==> config.mk <==
export PLATFORM = sky130hd
export DESIGN_NAME = adc_readout_master
export DESIGN_NICKNAME = d
export VERILOG_FILES = /design/src/rtl/adc_rd_pkg.sv /design/src/rtl/adc_rd_sclk_gen.sv /design/src/rtl/adc_rd_shifter.sv /design/src/rtl/adc_readout_master.sv
export SDC_FILE = /design/constraint.sdc
export NUM_CORES = 1
export LEC_CHECK = 0
export ABC_AREA = 1
export CAP_MARGIN = 20
export CORE_ASPECT_RATIO = 1.75
export CORE_MARGIN = 3
export CORE_UTILIZATION = 50
export DETAILED_ROUTE_END_ITERATION = 8
export HOLD_SLACK_MARGIN = 0.15
export PLACE_DENSITY_LB_ADDON = 0.08
export SLEW_MARGIN = 20
export SYNTH_ARGS = -nofsm -noshare
export SYNTH_HDL_FRONTEND = slang
export SYNTH_SLANG_ARGS = --single-unit
==> constraint.sdc <==
create_clock -name clk -period 2.2 [get_ports clk]
set_input_delay 0.44 -clock clk [delete_from_list [all_inputs] [get_ports clk]]
set_output_delay 0.44 -clock clk [all_outputs]
set_load 0.005 [all_outputs]
==> src/rtl/adc_rd_pkg.sv <==
package adc_rd_pkg;
  localparam int WORD_W = 16;

  typedef enum logic [1:0] {
    ST_IDLE,
    ST_WAIT,
    ST_XFER,
    ST_OUT
  } rd_state_e;

  typedef struct packed {
    logic [WORD_W-1:0] data;
    logic [WORD_W-1:0] readback;
    logic              mismatch;
    logic              timeout;
  } rd_result_t;
endpackage

==> src/rtl/adc_rd_sclk_gen.sv <==
module adc_rd_sclk_gen #(
  parameter int DIV_W = 8
) (
  input  logic             clk,
  input  logic             rst_n,
  input  logic             en,
  input  logic [DIV_W-1:0] div,
  output logic             sclk,
  output logic             rise,
  output logic             fall
);
  logic [DIV_W-1:0] cnt_q;
  logic             sclk_q;
  logic             tick;

  assign tick = en && (cnt_q == div);
  assign rise = tick && !sclk_q;
  assign fall = tick && sclk_q;
  assign sclk = sclk_q;

  always_ff @(posedge clk or negedge rst_n) begin
    if (!rst_n) begin
      cnt_q  <= '0;
      sclk_q <= 1'b0;
    end else if (!en) begin
      cnt_q  <= '0;
      sclk_q <= 1'b0;
    end else if (tick) begin
      cnt_q  <= '0;
      sclk_q <= ~sclk_q;
    end else begin
      cnt_q  <= cnt_q + 1'b1;
    end
  end

  // serial clock returns low whenever the divider is off
  p_sclk_idle_low_r4: assert property (@(posedge clk) disable iff (!rst_n)
    !en |=> !sclk);
  // edges are at least one half period apart
  p_edge_spacing_r4: assert property (@(posedge clk) disable iff (!rst_n)
    (rise || fall) |=> !(rise || fall));
endmodule

==> src/rtl/adc_rd_shifter.sv <==
module adc_rd_shifter #(
  parameter int FRAME_W = 32,
  localparam int CNT_W  = $clog2(FRAME_W + 1)
) (
  input  logic               clk,
  input  logic               rst_n,
  input  logic               load,
  input  logic [FRAME_W-1:0] tx_word,
  input  logic [CNT_W-1:0]   nbits,
  input  logic               rise,
  input  logic               fall,
  input  logic               sdi,
  output logic               sdo,
  output logic [FRAME_W-1:0] rx_word,
  output logic               done
);
  logic [FRAME_W-1:0] tx_q;
  logic [FRAME_W-1:0] rx_q;
  logic [CNT_W-1:0]   cnt_q;
  logic               sdo_q;
  logic               done_q;
  logic               last;

  assign last    = fall && (cnt_q == (nbits - CNT_W'(1)));
  assign sdo     = sdo_q;
  assign rx_word = rx_q;
  assign done    = done_q;

  always_ff @(posedge clk or negedge rst_n) begin
    if (!rst_n) begin
      tx_q   <= '0;
      rx_q   <= '0;
      cnt_q  <= '0;
      sdo_q  <= 1'b0;
      done_q <= 1'b0;
    end else begin
      done_q <= last;
      if (load) begin
        tx_q  <= tx_word;
        rx_q  <= '0;
        cnt_q <= '0;
        sdo_q <= 1'b0;
      end else begin
        if (rise) begin
          sdo_q <= tx_q[FRAME_W-1];
          tx_q  <= {tx_q[FRAME_W-2:0], 1'b0};
        end
        if (fall) begin
          rx_q  <= {rx_q[FRAME_W-2:0], sdi};
          cnt_q <= cnt_q + 1'b1;
        end
      end
    end
  end

  // outgoing data only moves at a rising serial edge
  p_mosi_on_rise_r5: assert property (@(posedge clk) disable iff (!rst_n)
    (!rise && !load) |=> $stable(sdo));
  // the frame never samples more bits than requested
  p_bit_count_r6: assert property (@(posedge clk) disable iff (!rst_n)
    fall |-> (cnt_q < nbits));
endmodule

==> src/rtl/adc_readout_master.sv <==
module adc_readout_master
  import adc_rd_pkg::*;
#(
  parameter int DIV_W  = 8,
  parameter int TMO_W  = 16,
  parameter int SS_BIT = 15
) (
  input  logic              clk,
  input  logic              rst_n,
  input  logic              start,
  input  logic              wide_mode,
  input  logic [15:0]       cfg_word,
  input  logic [DIV_W-1:0]  clk_div,
  input  logic [TMO_W-1:0]  tmo_limit,
  output logic              cs_n,
  output logic              sclk,
  output logic              mosi,
  input  logic              miso,
  output logic              m_valid,
  input  logic              m_ready,
  output logic [15:0]       m_data,
  output logic [15:0]       m_readback,
  output logic              m_mismatch,
  output logic              m_timeout
);
  localparam int FRAME_W = 2 * WORD_W;
  localparam int CNT_W   = $clog2(FRAME_W + 1);
  localparam logic [WORD_W-1:0] CMP_MASK = ~(WORD_W'(1) << SS_BIT);

  rd_state_e          state_q;
  rd_result_t         res_q;
  logic [TMO_W-1:0]   tmo_cnt_q;
  logic [TMO_W-1:0]   lim_q;
  logic [DIV_W-1:0]   div_q;
  logic [WORD_W-1:0]  cfg_q;
  logic               wide_q;
  logic               miso_meta_q;
  logic               miso_s_q;
  logic               load;
  logic               xfer_en;
  logic               rise;
  logic               fall;
  logic               done;
  logic [FRAME_W-1:0] tx_word;
  logic [FRAME_W-1:0] rx_word;
  logic [CNT_W-1:0]   nbits;
  logic [WORD_W-1:0]  rx_data;
  logic [WORD_W-1:0]  rx_echo;
  logic               ready_seen;

  assign load       = (state_q == ST_IDLE) && start;
  assign xfer_en    = (state_q == ST_XFER);
  assign tx_word    = wide_mode ? {cfg_word, cfg_word} : {cfg_word, WORD_W'(0)};
  assign nbits      = wide_q ? CNT_W'(FRAME_W) : CNT_W'(WORD_W);
  assign ready_seen = (tmo_cnt_q >= TMO_W'(2)) && !miso_s_q;
  assign rx_data    = wide_q ? rx_word[FRAME_W-1:WORD_W] : rx_word[WORD_W-1:0];
  assign rx_echo    = wide_q ? rx_word[WORD_W-1:0] : '0;

  always_ff @(posedge clk or negedge rst_n) begin
    if (!rst_n) begin
      miso_meta_q <= 1'b1;
      miso_s_q    <= 1'b1;
    end else begin
      miso_meta_q <= miso;
      miso_s_q    <= miso_meta_q;
    end
  end

  adc_rd_sclk_gen #(.DIV_W(DIV_W)) u_sclk (
    .clk  (clk),
    .rst_n(rst_n),
    .en   (xfer_en),
    .div  (div_q),
    .sclk (sclk),
    .rise (rise),
    .fall (fall)
  );

  adc_rd_shifter #(.FRAME_W(FRAME_W)) u_shift (
    .clk    (clk),
    .rst_n  (rst_n),
    .load   (load),
    .tx_word(tx_word),
    .nbits  (nbits),
    .rise   (rise),
    .fall   (fall),
    .sdi    (miso_s_q),
    .sdo    (mosi),
    .rx_word(rx_word),
    .done   (done)
  );

  always_ff @(posedge clk or negedge rst_n) begin
    if (!rst_n) begin
      state_q   <= ST_IDLE;
      res_q     <= '0;
      tmo_cnt_q <= '0;
      lim_q     <= '0;
      div_q     <= '0;
      cfg_q     <= '0;
      wide_q    <= 1'b0;
    end else begin
      unique case (state_q)
        ST_IDLE: begin
          if (start) begin
            state_q   <= ST_WAIT;
            tmo_cnt_q <= '0;
            lim_q     <= tmo_limit;
            div_q     <= clk_div;
            cfg_q     <= cfg_word;
            wide_q    <= wide_mode;
          end
        end
        ST_WAIT: begin
          if (ready_seen) begin
            state_q <= ST_XFER;
          end else if (tmo_cnt_q == lim_q) begin
            state_q <= ST_OUT;
            res_q   <= '{data: '0, readback: '0, mismatch: 1'b0, timeout: 1'b1};
          end else begin
            tmo_cnt_q <= tmo_cnt_q + 1'b1;
          end
        end
        ST_XFER: begin
          if (done) begin
            state_q <= ST_OUT;
            res_q   <= '{data: rx_data, readback: rx_echo,
                         mismatch: wide_q && (((rx_echo ^ cfg_q) & CMP_MASK) != '0),
                         timeout: 1'b0};
          end
        end
        ST_OUT: begin
          if (m_ready) state_q <= ST_IDLE;
        end
        default: state_q <= ST_IDLE;
      endcase
    end
  end

  assign cs_n       = !((state_q == ST_WAIT) || (state_q == ST_XFER));
  assign m_valid    = (state_q == ST_OUT);
  assign m_data     = res_q.data;
  assign m_readback = res_q.readback;
  assign m_mismatch = res_q.mismatch;
  assign m_timeout  = res_q.timeout;

  // serial clock only toggles with chip select low
  p_sclk_needs_cs_r4: assert property (@(posedge clk) disable iff (!rst_n)
    sclk |-> !cs_n);
  // clocking begins only after the shared line was seen low
  p_xfer_after_ready_r2: assert property (@(posedge clk) disable iff (!rst_n)
    $rose(xfer_en) |-> !$past(miso_s_q));
  // a stalled beat keeps its payload
  p_hold_payload_r9: assert property (@(posedge clk) disable iff (!rst_n)
    (m_valid && !m_ready) |=> (m_valid && $stable(m_data) && $stable(m_readback)
                               && $stable(m_mismatch) && $stable(m_timeout)));
  // no chip select activity while a beat is pending
  p_cs_idle_while_valid_r9: assert property (@(posedge clk) disable iff (!rst_n)
    m_valid |-> cs_n);
endmodule

==> results summary <==
For this run, the number of standard cells in the final layout without fillers is 1491. For the final database, setup skew stands at 0.01076 ns. The met1 usage in global routing is 28.07%. The full die area came out at 0.01944 sq mm. The total number of H-tree levels is 4. Setup violations remaining at the end of the flow were counted as 0. The count of nets after finishing is around 1300. The sequential area share after synthesis came out at roughly half.

Summed over all layers, the routed wires come to between 20000 and 25000 um. The run finished with clean final reports. The final routed DRC violation total came out at 0. The wire length per cell after detailed routing came out at 15.22 um. The worst register-to-register path ends at m_readback[9]$_DFFE_PN0P_. The port buffer count came out at 83. The total count of max-transition violations in the final report came out at 0. The routability-driven placement congestion ratio is 0.8968. The CTS tree is done.

The worst-case hold slack came out at around 0.37 ns. The first TritonRoute pass finished after 5 iterations. The clock passes through at most 2 buffers. The power per cell area is a little over 600 mW/mm^2.

The number of filler instances in the final layout came out at 1671. The tree is rooted in a sky130_fd_sc_hd__clkbuf_16. The startpoint identified for the worst register-to-register timing path is tmo_cnt_q[6]$_DFFE_PN0P_.

The effective utilization at floorplan is 51.62%. The number of maximum-capacitance violations came out at 0. The number of global-route vias before repair came to 7761. The via count of the routed design is ~7800. The clock transition at the registers of the reported paths is 0.07 ns. Setup repair after global routing left no endpoint under its margin. The total standard cell area after synthesis is 0.008871 sq mm.

STA classifies the critical path startpoint as a flip-flop. The fraction of power consumed by the clock network came out at 47.4%. The area of the core came out at between 0.015 and 0.02 sq mm. In the global route stage, met3 resource usage came out at 3.646%. The total instance count after detailed placement is 1456. The insertion delay of the later-clocked pin in the worst-skew pair came out at 0.44 ns. The total clock sinks came out at 175. The number of CTS-inserted buffers came out at 17. The clock period minus final worst setup slack is 2.080 ns. For the worst setup path, the data arrival time is 1.64 ns. The worst endpoint required time is 1.76 ns.

For flop-to-flop paths, the worst setup slack is 0.18 ns. The wire length of the first global-routing pass is 38170 um. 84 I/O pins were placed. The distinct cell type count of the synthesized netlist came out at 32. The number of antenna violations at the first check in global routing came out at 0. The final worst-path setup slack is 0.1203 ns. Net switching is 20.98% of the power. The worst hold path begins at miso_meta_q$_DFF_PN1_.

The worst slew slack as a fraction of its limit came out at 63.76%. The count of routing violations after the opening detailed-route iteration is about 460. The end of the worst hold path is miso_s_q$_DFF_PN1_. For the pin with the worst max-slew slack, the measured transition is 0.5436 ns. The leakage power came out at ~5.3 nW. The worst hold path stage count is 0.

In the layout the commonest cells are sky130_fd_sc_hd__nand2_1 (439), sky130_fd_sc_hd__dfrtp_1 (172), sky130_fd_sc_hd__nand3_1 (149). The worst hold path belongs to the class reg -> reg. The area occupied by registers is approximately 0.0044 sq mm.

The highest clock frequency the design can meet is 480.8 MHz. For the worst flop-to-flop path, the logic depth is 11. In the final layout, the multi-input gates occupy 0.003860 sq mm. The mean cell area of the mapped netlist is around 7.5 sq um. The half-perimeter wire length of the detailed placement result came out at about 16000 um.

The number of antenna-violating nets in the routed design is 0. After synthesis the netlist holds a flip-flop and latch count of roughly 180. The category of the worst setup path capture point is an output pin. After global routing, the most crowded layer is met2. The kind of critical path is reg -> out. The relative area change from synthesis to final layout came out at 19.69%. Across the VDD grid, the largest voltage drop is 0.5369 mV. The logic gate share of total power came out at 2.6%. The highest fanout seen on the critical path is 4. Measured along the y axis, the die boundary spans approximately 180 um. Registers are responsible for 50.0% of the overall power.

The pin count of the biggest net entering global routing is 59. The total nets after synthesis is 1237. The met2 layer usage reported by global route is between 40% and 50%.

The post-synthesis instance total is 1183. The fraction of final layout cells sized beyond drive strength 1 came out at under 10%. The sum of overflow across all layers after global routing is 0. From left edge to right edge, the die measures approximately 110 um. The final sum of negative setup slack came out at 0 ns. Walking the worst path, the cells encountered are buf_4 > ha_1 > clkdlybuf4s50_1. The total routing usage reported by global routing came out at 24.60%. Using the TritonRoute via totals, the vias-per-cell ratio works out to 5.258. The net switching power is 1.352 mW. The number of hold violations in the final report is 0. The cell internal power dissipation is 5.091 mW.

The number of antenna diodes in the final layout is 0. The slowest stage of the critical path is the sky130_fd_sc_hd__clkdlybuf4s50_1 cell. The number of placement rows is 63. The most frequent standard cell in the layout excluding fill and tap cells is sky130_fd_sc_hd__nand2_1.

In this design, the stage delay of the slowest critical-path cell is around 0.47 ns. The Yosys step of the flow raised 0 warnings. The worst setup slack before clock tree synthesis is roughly 0.2 ns.

The utilization of the core after routing came out at 61.79%. The final critical-path share of the clock period came out at ~95%.
[cell usage after synthesis (all sizes together)]
library cell / n / area (sq um)
nor3: 10 / 50.05
inv: 90 / 337.8
nor2: 101 / 384.1
xnor2: 8 / 70.07
nand4: 6 / 37.54
a21oi: 5 / 36.29
xor2: 14 / 122.6
buf: 34 / 190.2
clkinv: 1 / 3.750
o21ai: 86 / 430.4
or2: 1 / 6.260
nor3b: 1 / 7.510
ha: 8 / 100.1
a221oi: 1 / 8.760
nand3: 150 / 755.7
and2: 1 / 6.260
dfrtp: 173 / 4329
a211oi: 16 / 120.1
clkbuf: 28 / 105.1
nand3b: 1 / 7.510
dfstp: 2 / 52.55
nand2: 446 / 1709
[per-layer routing]
metal	up-vias	wire, um
met3	48	645
met4	0	636
met2	151	12550
met1	3752	8855
met5	-	0
li1	3889	-
[cell families (layout without fill, tap and decap cells)]
group / Yosys count / after routing / share of synthesized area [%]
AOI/OAI and AO/OA: 108 / 108 / 6.714
xor gates and xnor gates: 22 / 22 / 2.172
adders and majority gates: 8 / 8 / 1.128
buffers and inverters: 153 / 234 / 7.179
DFF: 175 / 175 / 49.39
and+or+nand+nor: 717 / 717 / 33.41
[repair_timing]
item	CTS	global route
hold endpoints to repair	21	0
setup endpoints to repair	1	0
setup buffers	2	0
hold buffers	1	0
resized for setup	2	0
[stage by stage]
step	total power, mW	instance area, sq um
finish	6.443	10620
global route	6.634	10620
floorplan	3.286	8871
detailed placement	3.456	10000
CTS	6.497	10620
global placement	3.458	10000
[worst max-delay path, delay by kind of cell (launching register included)]
kind | cells | cell delay [ns]
DFF | 1 | 0.38
adders and majority gates | 1 | 0.21
buffers and inverters | 2 | 0.62
[how the worst max path moves through the flow]
stage | start | endpoint | slack, ns | depth (start not counted)
after floorplan | tmo_cnt_q[0]$_DFFE_PN0P_ | m_data[0]$_DFFE_PN0P_ | 0.43 | 13
final | state_q[0]$_DFFE_PN0P_ | m_valid | 0.12 | 3
after global placement | start | u_shift.tx_q[15]$_DFFE_PN0P_ | 0.24 | 8
after CTS | state_q[0]$_DFFE_PN0P_ | m_valid | 0.11 | 3
after detailed placement | tmo_cnt_q[6]$_DFFE_PN0P_ | m_data[9]$_DFFE_PN0P_ | 0.20 | 11
after global routing | tmo_cnt_q[10]$_DFFE_PN0P_ | m_readback[13]$_DFFE_PN0P_ | 0.02 | 11
[state kept, by name, indices dropped and copies added, names as in the netlist, 6 cells and up]
register         flops
u_shift.tx_q        32
u_shift.cnt_q        6
cfg_q               15
div_q                8
tmo_cnt_q           16
u_sclk.cnt_q         8
m_data              16
m_readback          16
lim_q               16
u_shift.rx_word     32
[power groups by stage]
stage	logic, mW	clock network, mW	registers, mW
2_1_floorplan	0.00431	0	3.28
3_3_place_gp	0.176	0	3.28
3_5_place_dp	0.174	0	3.28
4_1_cts	0.177	3.10	3.22
5_1_grt	0.188	3.23	3.22
6_report	0.171	3.05	3.22
[final cells by class]
class | count | area share [%]
clock inverters | 10 | 1.025
flip-flops and latches | 175 | 41.28
multi-input cells | 855 | 36.35
inverters | 91 | 3.217
repair buffers | 111 | 10.89
clock buffers | 22 | 4.560
well taps | 227 | 2.675
Power figures use the tool's default switching activity.
